$ cat config.mk
export PLATFORM = sky130hd
export DESIGN_NAME = serial_rx_core
export DESIGN_NICKNAME = d
export VERILOG_FILES = /design/src/rtl/serial_rx_pkg.sv /design/src/rtl/serial_rx_sync.sv /design/src/rtl/serial_rx_framer.sv /design/src/rtl/serial_rx_check.sv /design/src/rtl/serial_rx_core.sv
export SDC_FILE = /design/constraint.sdc
export NUM_CORES = 1
export LEC_CHECK = 0
export ABC_AREA = 1
export CORE_UTILIZATION = 45
export CTS_CLUSTER_DIAMETER = 200
export DETAILED_ROUTE_END_ITERATION = 12
export DONT_BUFFER_PORTS = 1
export PLACE_DENSITY_LB_ADDON = 0.1
export SLEW_MARGIN = 5
export SYNTH_ARGS = -nofsm -noshare
export SYNTH_HDL_FRONTEND = slang
export SYNTH_SLANG_ARGS = --single-unit
$ cat constraint.sdc
create_clock -name clk -period 1.89 [get_ports clk]
set_input_delay 0.0945 -clock clk [delete_from_list [all_inputs] [get_ports clk]]
set_output_delay 0.0945 -clock clk [all_outputs]
set_load 0.01 [all_outputs]
$ cat src/rtl/serial_rx_pkg.sv
package serial_rx_pkg;

    localparam int OVERSAMPLE = 16;
    localparam int MID_TICK   = OVERSAMPLE / 2;
    localparam int CTR_W      = $clog2(OVERSAMPLE);
    localparam int DATA_W     = 8;
    localparam int IDX_W      = $clog2(DATA_W);

    typedef enum logic [2:0] {
        ST_HUNT,
        ST_START,
        ST_DATA,
        ST_PAR,
        ST_STOP
    } rx_state_t;

    typedef struct packed {
        logic       stick;
        logic       even;
        logic       par_on;
        logic [1:0] wsel;
    } rx_cfg_t;

    typedef struct packed {
        logic [DATA_W-1:0] data;
        logic              par_bit;
        logic              stop_bit;
        rx_cfg_t           cfg;
    } rx_frame_t;

    typedef struct packed {
        logic par_err;
        logic frm_err;
        logic brk;
    } rx_flags_t;

    function automatic rx_cfg_t decode_cfg(input logic [4:0] c);
        rx_cfg_t r;
        r.wsel   = c[1:0];
        r.par_on = c[3];
        r.even   = c[4];
        r.stick  = c[2];
        return r;
    endfunction

    function automatic logic [3:0] width_of(input logic [1:0] w);
        return 4'd5 + {2'b00, w};
    endfunction

endpackage

$ cat src/rtl/serial_rx_sync.sv
module serial_rx_sync #(
    parameter int STAGES = 2
) (
    input  logic clk,
    input  logic rst,
    input  logic din,
    output logic dout
);
    logic [STAGES-1:0] chain;

    always_ff @(posedge clk) begin
        if (rst) chain <= '1;
        else     chain <= {chain[STAGES-2:0], din};
    end

    assign dout = chain[STAGES-1];
endmodule

$ cat src/rtl/serial_rx_framer.sv
module serial_rx_framer
    import serial_rx_pkg::*;
(
    input  logic      clk,
    input  logic      rst,
    input  logic      tick,
    input  logic      line,
    input  logic [4:0] ctrl,
    output logic      done,
    output rx_frame_t frame
);
    rx_state_t        state;
    logic [CTR_W-1:0] ctr;
    logic [IDX_W-1:0] idx;
    logic             prev;
    logic [3:0]       nbits;
    logic             mid;

    assign nbits = width_of(frame.cfg.wsel);
    assign mid   = (ctr == CTR_W'(OVERSAMPLE - 1));

    always_ff @(posedge clk) begin
        if (rst) begin
            state <= ST_HUNT;
            ctr   <= '0;
            idx   <= '0;
            prev  <= 1'b1;
            done  <= 1'b0;
            frame <= '0;
        end else begin
            done <= 1'b0;
            if (tick) begin
                prev <= line;
                case (state)
                    ST_HUNT: begin
                        if (prev && !line) begin
                            state <= ST_START;
                            ctr   <= CTR_W'(1);
                        end
                    end
                    ST_START: begin
                        if (ctr == CTR_W'(MID_TICK - 1)) begin
                            ctr <= '0;
                            if (!line) begin
                                state          <= ST_DATA;
                                idx            <= '0;
                                frame.data     <= '0;
                                frame.par_bit  <= 1'b0;
                                frame.cfg      <= decode_cfg(ctrl);
                            end else begin
                                state <= ST_HUNT;
                            end
                        end else begin
                            ctr <= ctr + 1'b1;
                        end
                    end
                    ST_DATA: begin
                        ctr <= ctr + 1'b1;
                        if (mid) begin
                            frame.data[idx] <= line;
                            if ({1'b0, idx} == nbits - 4'd1)
                                state <= frame.cfg.par_on ? ST_PAR : ST_STOP;
                            else
                                idx <= idx + 1'b1;
                        end
                    end
                    ST_PAR: begin
                        ctr <= ctr + 1'b1;
                        if (mid) begin
                            frame.par_bit <= line;
                            state         <= ST_STOP;
                        end
                    end
                    ST_STOP: begin
                        ctr <= ctr + 1'b1;
                        if (mid) begin
                            frame.stop_bit <= line;
                            done           <= 1'b1;
                            state          <= ST_HUNT;
                        end
                    end
                    default: state <= ST_HUNT;
                endcase
            end
        end
    end

    assert_zero_ext_R1: assert property (@(posedge clk) disable iff (rst)
        done |-> ((frame.data >> nbits) == '0));

    assert_idx_bound_R1: assert property (@(posedge clk) disable iff (rst)
        (state == ST_DATA) |-> ({1'b0, idx} < nbits));

    assert_done_on_tick_R6: assert property (@(posedge clk) disable iff (rst)
        done |-> $past(tick));

    assert_start_from_hunt_R2: assert property (@(posedge clk) disable iff (rst)
        (state == ST_DATA && $past(state) != ST_DATA) |-> $past(state) == ST_START);
endmodule

$ cat src/rtl/serial_rx_check.sv
module serial_rx_check
    import serial_rx_pkg::*;
(
    input  rx_frame_t frame,
    output rx_flags_t flags
);
    logic ones_odd;
    logic normal_bad;
    logic stick_bad;

    always_comb begin
        ones_odd      = (^frame.data) ^ frame.par_bit;
        normal_bad    = frame.cfg.even ? ones_odd : ~ones_odd;
        stick_bad     = (frame.par_bit == frame.cfg.even);
        flags.par_err = frame.cfg.par_on & (frame.cfg.stick ? stick_bad : normal_bad);
        flags.frm_err = ~frame.stop_bit;
        flags.brk     = (frame.data == '0) & ~frame.par_bit & ~frame.stop_bit;
    end
endmodule

$ cat src/rtl/serial_rx_core.sv
module serial_rx_core
    import serial_rx_pkg::*;
#(
    parameter int SYNC_STAGES = 2
) (
    input  logic              clk,
    input  logic              rst,
    input  logic              os_tick,
    input  logic              rxd_in,
    input  logic [7:0]        line_ctrl,
    output logic [DATA_W-1:0] rx_byte,
    output logic              rx_strobe,
    output logic              parity_err,
    output logic              framing_err,
    output logic              break_seen
);
    logic      line_s;
    logic      done;
    rx_frame_t frame;
    rx_flags_t flags;
    logic      ctrl_unused;
    logic [4:0] ctrl_fields;

    assign ctrl_unused = ^{line_ctrl[7:6], line_ctrl[2]};
    // stick select sits at bit 5; packed into slot 2 for the decoder
    assign ctrl_fields = {line_ctrl[4:3], line_ctrl[5], line_ctrl[1:0]};

    serial_rx_sync #(.STAGES(SYNC_STAGES)) u_sync (
        .clk (clk),
        .rst (rst),
        .din (rxd_in),
        .dout(line_s)
    );

    serial_rx_framer u_framer (
        .clk  (clk),
        .rst  (rst),
        .tick (os_tick),
        .line (line_s),
        .ctrl (ctrl_fields),
        .done (done),
        .frame(frame)
    );

    serial_rx_check u_check (
        .frame(frame),
        .flags(flags)
    );

    always_ff @(posedge clk) begin
        if (rst) begin
            rx_byte     <= '0;
            rx_strobe   <= 1'b0;
            parity_err  <= 1'b0;
            framing_err <= 1'b0;
            break_seen  <= 1'b0;
        end else begin
            rx_strobe <= done;
            if (done) begin
                rx_byte     <= frame.data;
                parity_err  <= flags.par_err;
                framing_err <= flags.frm_err;
                break_seen  <= flags.brk;
            end
        end
    end

    assert_strobe_pulse_R10: assert property (@(posedge clk) disable iff (rst)
        rx_strobe |=> !rx_strobe);

    assert_hold_R10: assert property (@(posedge clk) disable iff (rst)
        !rx_strobe |-> $stable(rx_byte) && $stable(break_seen));

    assert_break_frame_R7: assert property (@(posedge clk) disable iff (rst)
        break_seen |-> framing_err && (rx_byte == '0));
endmodule

Yosys cells after proc, flatten, opt, wreduce, memory -nomap -nowiden
Cells that the tools add are included.
- input port bits: 12
- output and inout bits: 12
- register bits: 41
- logic and storage cells: 97
- magnitude comparators: 2
- reduce and logical (&&, ||, !) cells: 18
- $add $sub $neg: 4
- muxes and demuxes: 29
- eq/ne operators: 16
- bitwise operators: 10
- operators by type and width (operator ; number):
    2-to-1 mux 3 bit ; 11
    2-to-1 mux 9 bit ; 2
    one-hot mux 8 bit (2 select lines) ; 1
    one-hot mux 3 bit (5 select lines) ; 1
    != test 2 x 1 -> 1 bit, second input constant ; 6
    one-hot mux 4 bit (3 select lines) ; 1
    AND reduction 5 bit ; 2
    bitwise mux 8 bit ; 1
    logical NOT 8 bit ; 1
    2-to-1 mux 4 bit ; 2
    2-to-1 mux 8 bit ; 1
    parity 8 bit ; 1
    AND reduction 7 bit ; 1
    equality test 3 x 2 -> 1 bit, second input constant ; 2
    NOT 1 bit ; 6
    one-hot mux 3 bit (2 select lines) ; 1
    AND reduction 3 bit ; 2
    AND reduction 6 bit ; 1
    OR reduction 3 bit ; 2
    2-to-1 mux 1 bit ; 5
    adder 3 x 2 -> 4 bit, first input constant ; 1
    adder 4 x 1 -> 4 bit, second input constant ; 1
    equality test 3 x 4 -> 1 bit ; 1
    equality test 4 x 3 -> 1 bit, second input constant ; 1
    20 further kinds ; 25

Logic depth before layout (Yosys ltp)
- depth after elaboration: 7
- gate-level depth with buffers: 11
- gate-level depth less buffers: 10

By module
Synthesis repeated with hierarchy kept, for this count alone.
- cells, all modules: 359
- area, all modules: 2357.3 um^2
- modules (own cells, without submodules) (module ; cells each ; times used ; seq. area each (um^2) ; area each (um^2)):
    serial_rx_framer ; 240 ; 1 ; 540.5 ; 1612.8
    serial_rx_core ; 73 ; 1 ; 240.2 ; 485.5
    serial_rx_check ; 39 ; 1 ; 0.0 ; 200.2
    serial_rx_sync ; 7 ; 1 ; 40.0 ; 58.8

Worst setup path after synthesis
Ideal clock, no wire load.
- path kind: reg2reg
- start: register u_framer.ctr[0]
- end: register u_framer.state[1]
- setup time: 64 ps
- clock period less this slack: 1433 ps
- required time: 1826 ps
- slack: 457 ps
- data arrival time: 1369 ps
- stages on the path, launching flop included: 8
- buffers on the path: 0
- cell sequence: dfxtp_1 > ha_1 > nand3_1 > a21oi_1 > nand3_1 > nor2_1 > nor2_1 > nor2_1
- cells in the longest elaborated chain, start to end: 3
- elaborated cells between the ends (all ways): 7
- classes of those cells: eq/ne (6); reduce/logical (1)
- RTL lines (element ; RTL line ; source):
    start: declaration ; serial_rx_framer.sv:13 ; logic [CTR_W-1:0] ctr;
    start signal: assignment ; serial_rx_framer.sv:54 ; ctr <= ctr + 1'b1;
    start signal: assignment ; serial_rx_framer.sv:58 ; ctr <= ctr + 1'b1;
    start signal: assignment ; serial_rx_framer.sv:68 ; ctr <= ctr + 1'b1;
    equality test 4 bit / equality test 4 x 3 -> 1 bit (equally long branches) ; serial_rx_framer.sv:20, serial_rx_framer.sv:42 ;
    != test 2 x 1 -> 1 bit (no source line) ; -- ;
    AND reduction 7 bit (no source line) (*) ; -- ;
    end signal: assignment ; serial_rx_framer.sv:62 ; state <= frame.cfg.par_on ? ST_PAR : ST_STOP;
    end: declaration ; serial_rx_framer.sv:12 ; rx_state_t state;
Mark *: on every way between the ends. The rest lies on a longest branch, timed or not.
A chain may end at the register's enable or synchronous reset.

Final worst setup path
- start: register u_framer.ctr[0]
- end: register u_framer.frame[3] (netlist name)
- cells in the longest elaborated chain, start to end: 2
- RTL lines (element ; RTL line ; source):
    equality test 4 x 3 -> 1 bit ; serial_rx_framer.sv:42 ; if (ctr == CTR_W'(MID_TICK - 1)) begin
    AND reduction 4 bit (no source line) ; -- ;
No other way between the ends.

==> metrics <==
CTS Sinks 41; FP Rows 24; grt ovf 0; kind of critical path register to register; Num CTS Buffers 5; vias in the first global route 1825; setup TNS 0 ns; setup bufs post-CTS 0; gr busiest metal met2; Placed Cells 364; max-cap viol count 0; status finished clean; Root Buffer clkbuf_8; Seq/Total Area, Yosys 0.378; Final min period 1.66 ns; Synth cell types 28; Worst setup SP type register; routed wire length 4.64 mm; DRT Pass-1 Iters 4; Worst Path Max Fanout 10; DR vias 1944; largest net degree at the start of global routing 22; Final setup viols 0; # diodes 0; Worst Path Required 2.06 ns; CTS clock-pin slew for the worst setup and hold paths roughly 0.08 ns; measured slew at the worst slew-check pin a little over 0.7 ns; Die ar. 5100 sq um; first-pass GRT wire length 8.31 mm; Post-Layout Cell Count approximately 380; dpl hpwl 3.40 mm; 1st-iter DRT viols 92; Power Density 1090 nW/um^2; Pins Over Slew Limit 0; most common cell after layout, fill and taps aside nand2_1; post-route antenna net violation count 0; hold crit path type primary input to register; Ports 24; Static Leak roughly 0.97 nW; #FFs+latches synth 41; CTS H-tree lvls 2; TritonCTS clock tree done; GR Util met2 0.326; clock skew 0.00397 ns; Tot Pwr 0.00261 W; crit end category register; die height 71.4 microns; Syn Std Cell Area 2170 sq um; Final period util 0.877; Global Route met3 Usage 0.0436; commonest cells after routing, fill and taps aside nand2_1 (67), inv_1 (42), dfxtp_1 (41), a21oi_1 (35), nand3_1 (33); Post-Synthesis Cells 320; area added between synthesis and finish 10.1%; GRT Total Usage 0.210; core area 4500 sq um; DRC 0; die width between 70 and 80 microns; Peak VDD IR 0.000531 V; fmax 0.603 GHz; initial antenna violation count 0; drt via density 5.14; Final Hold Fails 0; synth warn 0; WP data arrival 1.83 ns; M1 GR Usage 0.285; gpl congestion 0.784; Initial Util 0.482; Clock Tree Buf Depth 2; syn nets 338; RSZ-0062 raised after global routing no; routed len/inst 12.3 microns; Synth Area per Inst a little under 7 sq um; relative slew slack 0.528; Final #Nets 344; Clock Latency Late Sink 0.29 ns; I/O Buffers 0; layout cells sized above 1 0.0920
[report_power, final]
part	switching, W	internal (W)
Sequential	0.0000813	0.000917
Clock	0.000295	0.000384
Combinational	0.000643	0.000293
Total	0.00102	0.00159
[state kept, by name (all words and copies together) (netlist names)]
| signal | flops |
|---|---|
| u_framer.prev | 1 |
| u_framer.state | 3 |
| parity_err | 1 |
| u_framer.ctr | 4 |
| break_seen | 1 |
| rx_byte | 8 |
| u_framer.done | 1 |
| u_framer.idx | 3 |
| u_framer.frame | 15 |
| rx_strobe | 1 |
| framing_err | 1 |
| u_sync.chain | 2 |
[worst max-delay path, stage by stage, from the launching register on]
cell and delay (ns):
dfxtp_1 0.37, ha_1 0.25, nand3_1 0.15, inv_1 0.12
nand3_1 0.30, o21ai_0 0.29, a21oi_1 0.06
[synthesized netlist by cell type]
| cell type | number | area share |
|---|---|---|
| buf_2 | 2 | 0.0046 |
| clkbuf_1 | 8 | 0.014 |
| inv_2 | 4 | 0.0069 |
| nor3_1 | 1 | 0.0023 |
| nand3_2 | 1 | 0.0046 |
| a21oi_1 | 35 | 0.081 |
| or2_2 | 2 | 0.0058 |
| nand3_1 | 34 | 0.078 |
| nor3b_1 | 1 | 0.0035 |
| xnor2_1 | 2 | 0.0081 |
| xor2_1 | 1 | 0.0040 |
| nor2_1 | 28 | 0.048 |
| o22ai_1 | 1 | 0.0029 |
| o21ai_1 | 1 | 0.0023 |
| nor2_8 | 1 | 0.0092 |
| o21ai_0 | 18 | 0.042 |
| dfxtp_1 | 41 | 0.38 |
| nand4_1 | 11 | 0.032 |
| o21ai_2 | 1 | 0.0040 |
| nand3_4 | 1 | 0.0081 |
| ha_1 | 6 | 0.035 |
| inv_1 | 42 | 0.073 |
| buf_4 | 1 | 0.0035 |
| a21boi_1 | 1 | 0.0035 |
| nand2_2 | 4 | 0.012 |
| nor2_2 | 3 | 0.0087 |
| nor2_4 | 2 | 0.010 |
| nand2_1 | 67 | 0.12 |
[per-layer routing]
layer / share of wire / wire, microns / up-vias
li1: - / - / 1045
met1: 0.53 / 2450 / 870
met2: 0.43 / 2010 / 24
met3: 0.027 / 123 / 5
met4: 0.013 / 58 / 0
met5: 0 / 0 / -
[cells by family (layout without fill, tap and decap cells)]
group	count (synthesis)	count (layout)	synth area share
AND/OR/NAND/NOR	156	156	0.339
adder cells (fa/ha/maj)	6	6	0.0346
flip-flops	41	41	0.378
buffers and inverters	57	63	0.101
XOR/XNOR	3	3	0.0121
AO/OA/AOI/OAI	57	57	0.135
[metrics by stage]
stage	hold WS (ns)	worst slack (ns)	utilization	area, sq um
detailed placement	0.167	0.243	0.491	2210
global placement	0.166	0.248	0.491	2210
CTS	0.00907	0.191	0.529	2380
floorplan	0.198	0.457	-	2170
global route	0.0337	0.0779	0.530	2390
finish	0.0234	0.233	0.530	2390
[final cells by class]
| class | instances | area, sq um |
|---|---|---|
| Tap cell | 52 | 65.1 |
| Multi-Input combinational cell | 222 | 1130 |
| Inverter | 46 | 173 |
| Fill cell | 456 | 2120 |
| Clock buffer | 5 | 68.8 |
| Sequential cell | 41 | 821 |
| Clock inverter | 2 | 35.0 |
| Timing Repair Buffer | 10 | 92.6 |
[final timing paths]
| kind | startpoint | endpoint | slack (ns) | cells past startpoint |
|---|---|---|---|---|
| worst max-delay path | u_framer.ctr[0] | u_framer.frame[3] | 0.23 | 6 |
| worst min-delay path | line_ctrl[4] | u_framer.frame[3] | 0.02 | 2 |
| worst max register to register | u_framer.ctr[0] | u_framer.frame[3] | 0.23 | 6 |
| worst min register to register | u_sync.chain[0] | u_sync.chain[1] | 0.42 | 1 |
[timing repair]
item / 4_1_cts / 5_1_grt
gates resized for setup: 0 / 1
hold endpoints to repair: 24 / 0
setup endpoints to repair: 0 / 3
hold buffers: 7 / 0
No activity file was read; power rests on OpenSTA's default activity.
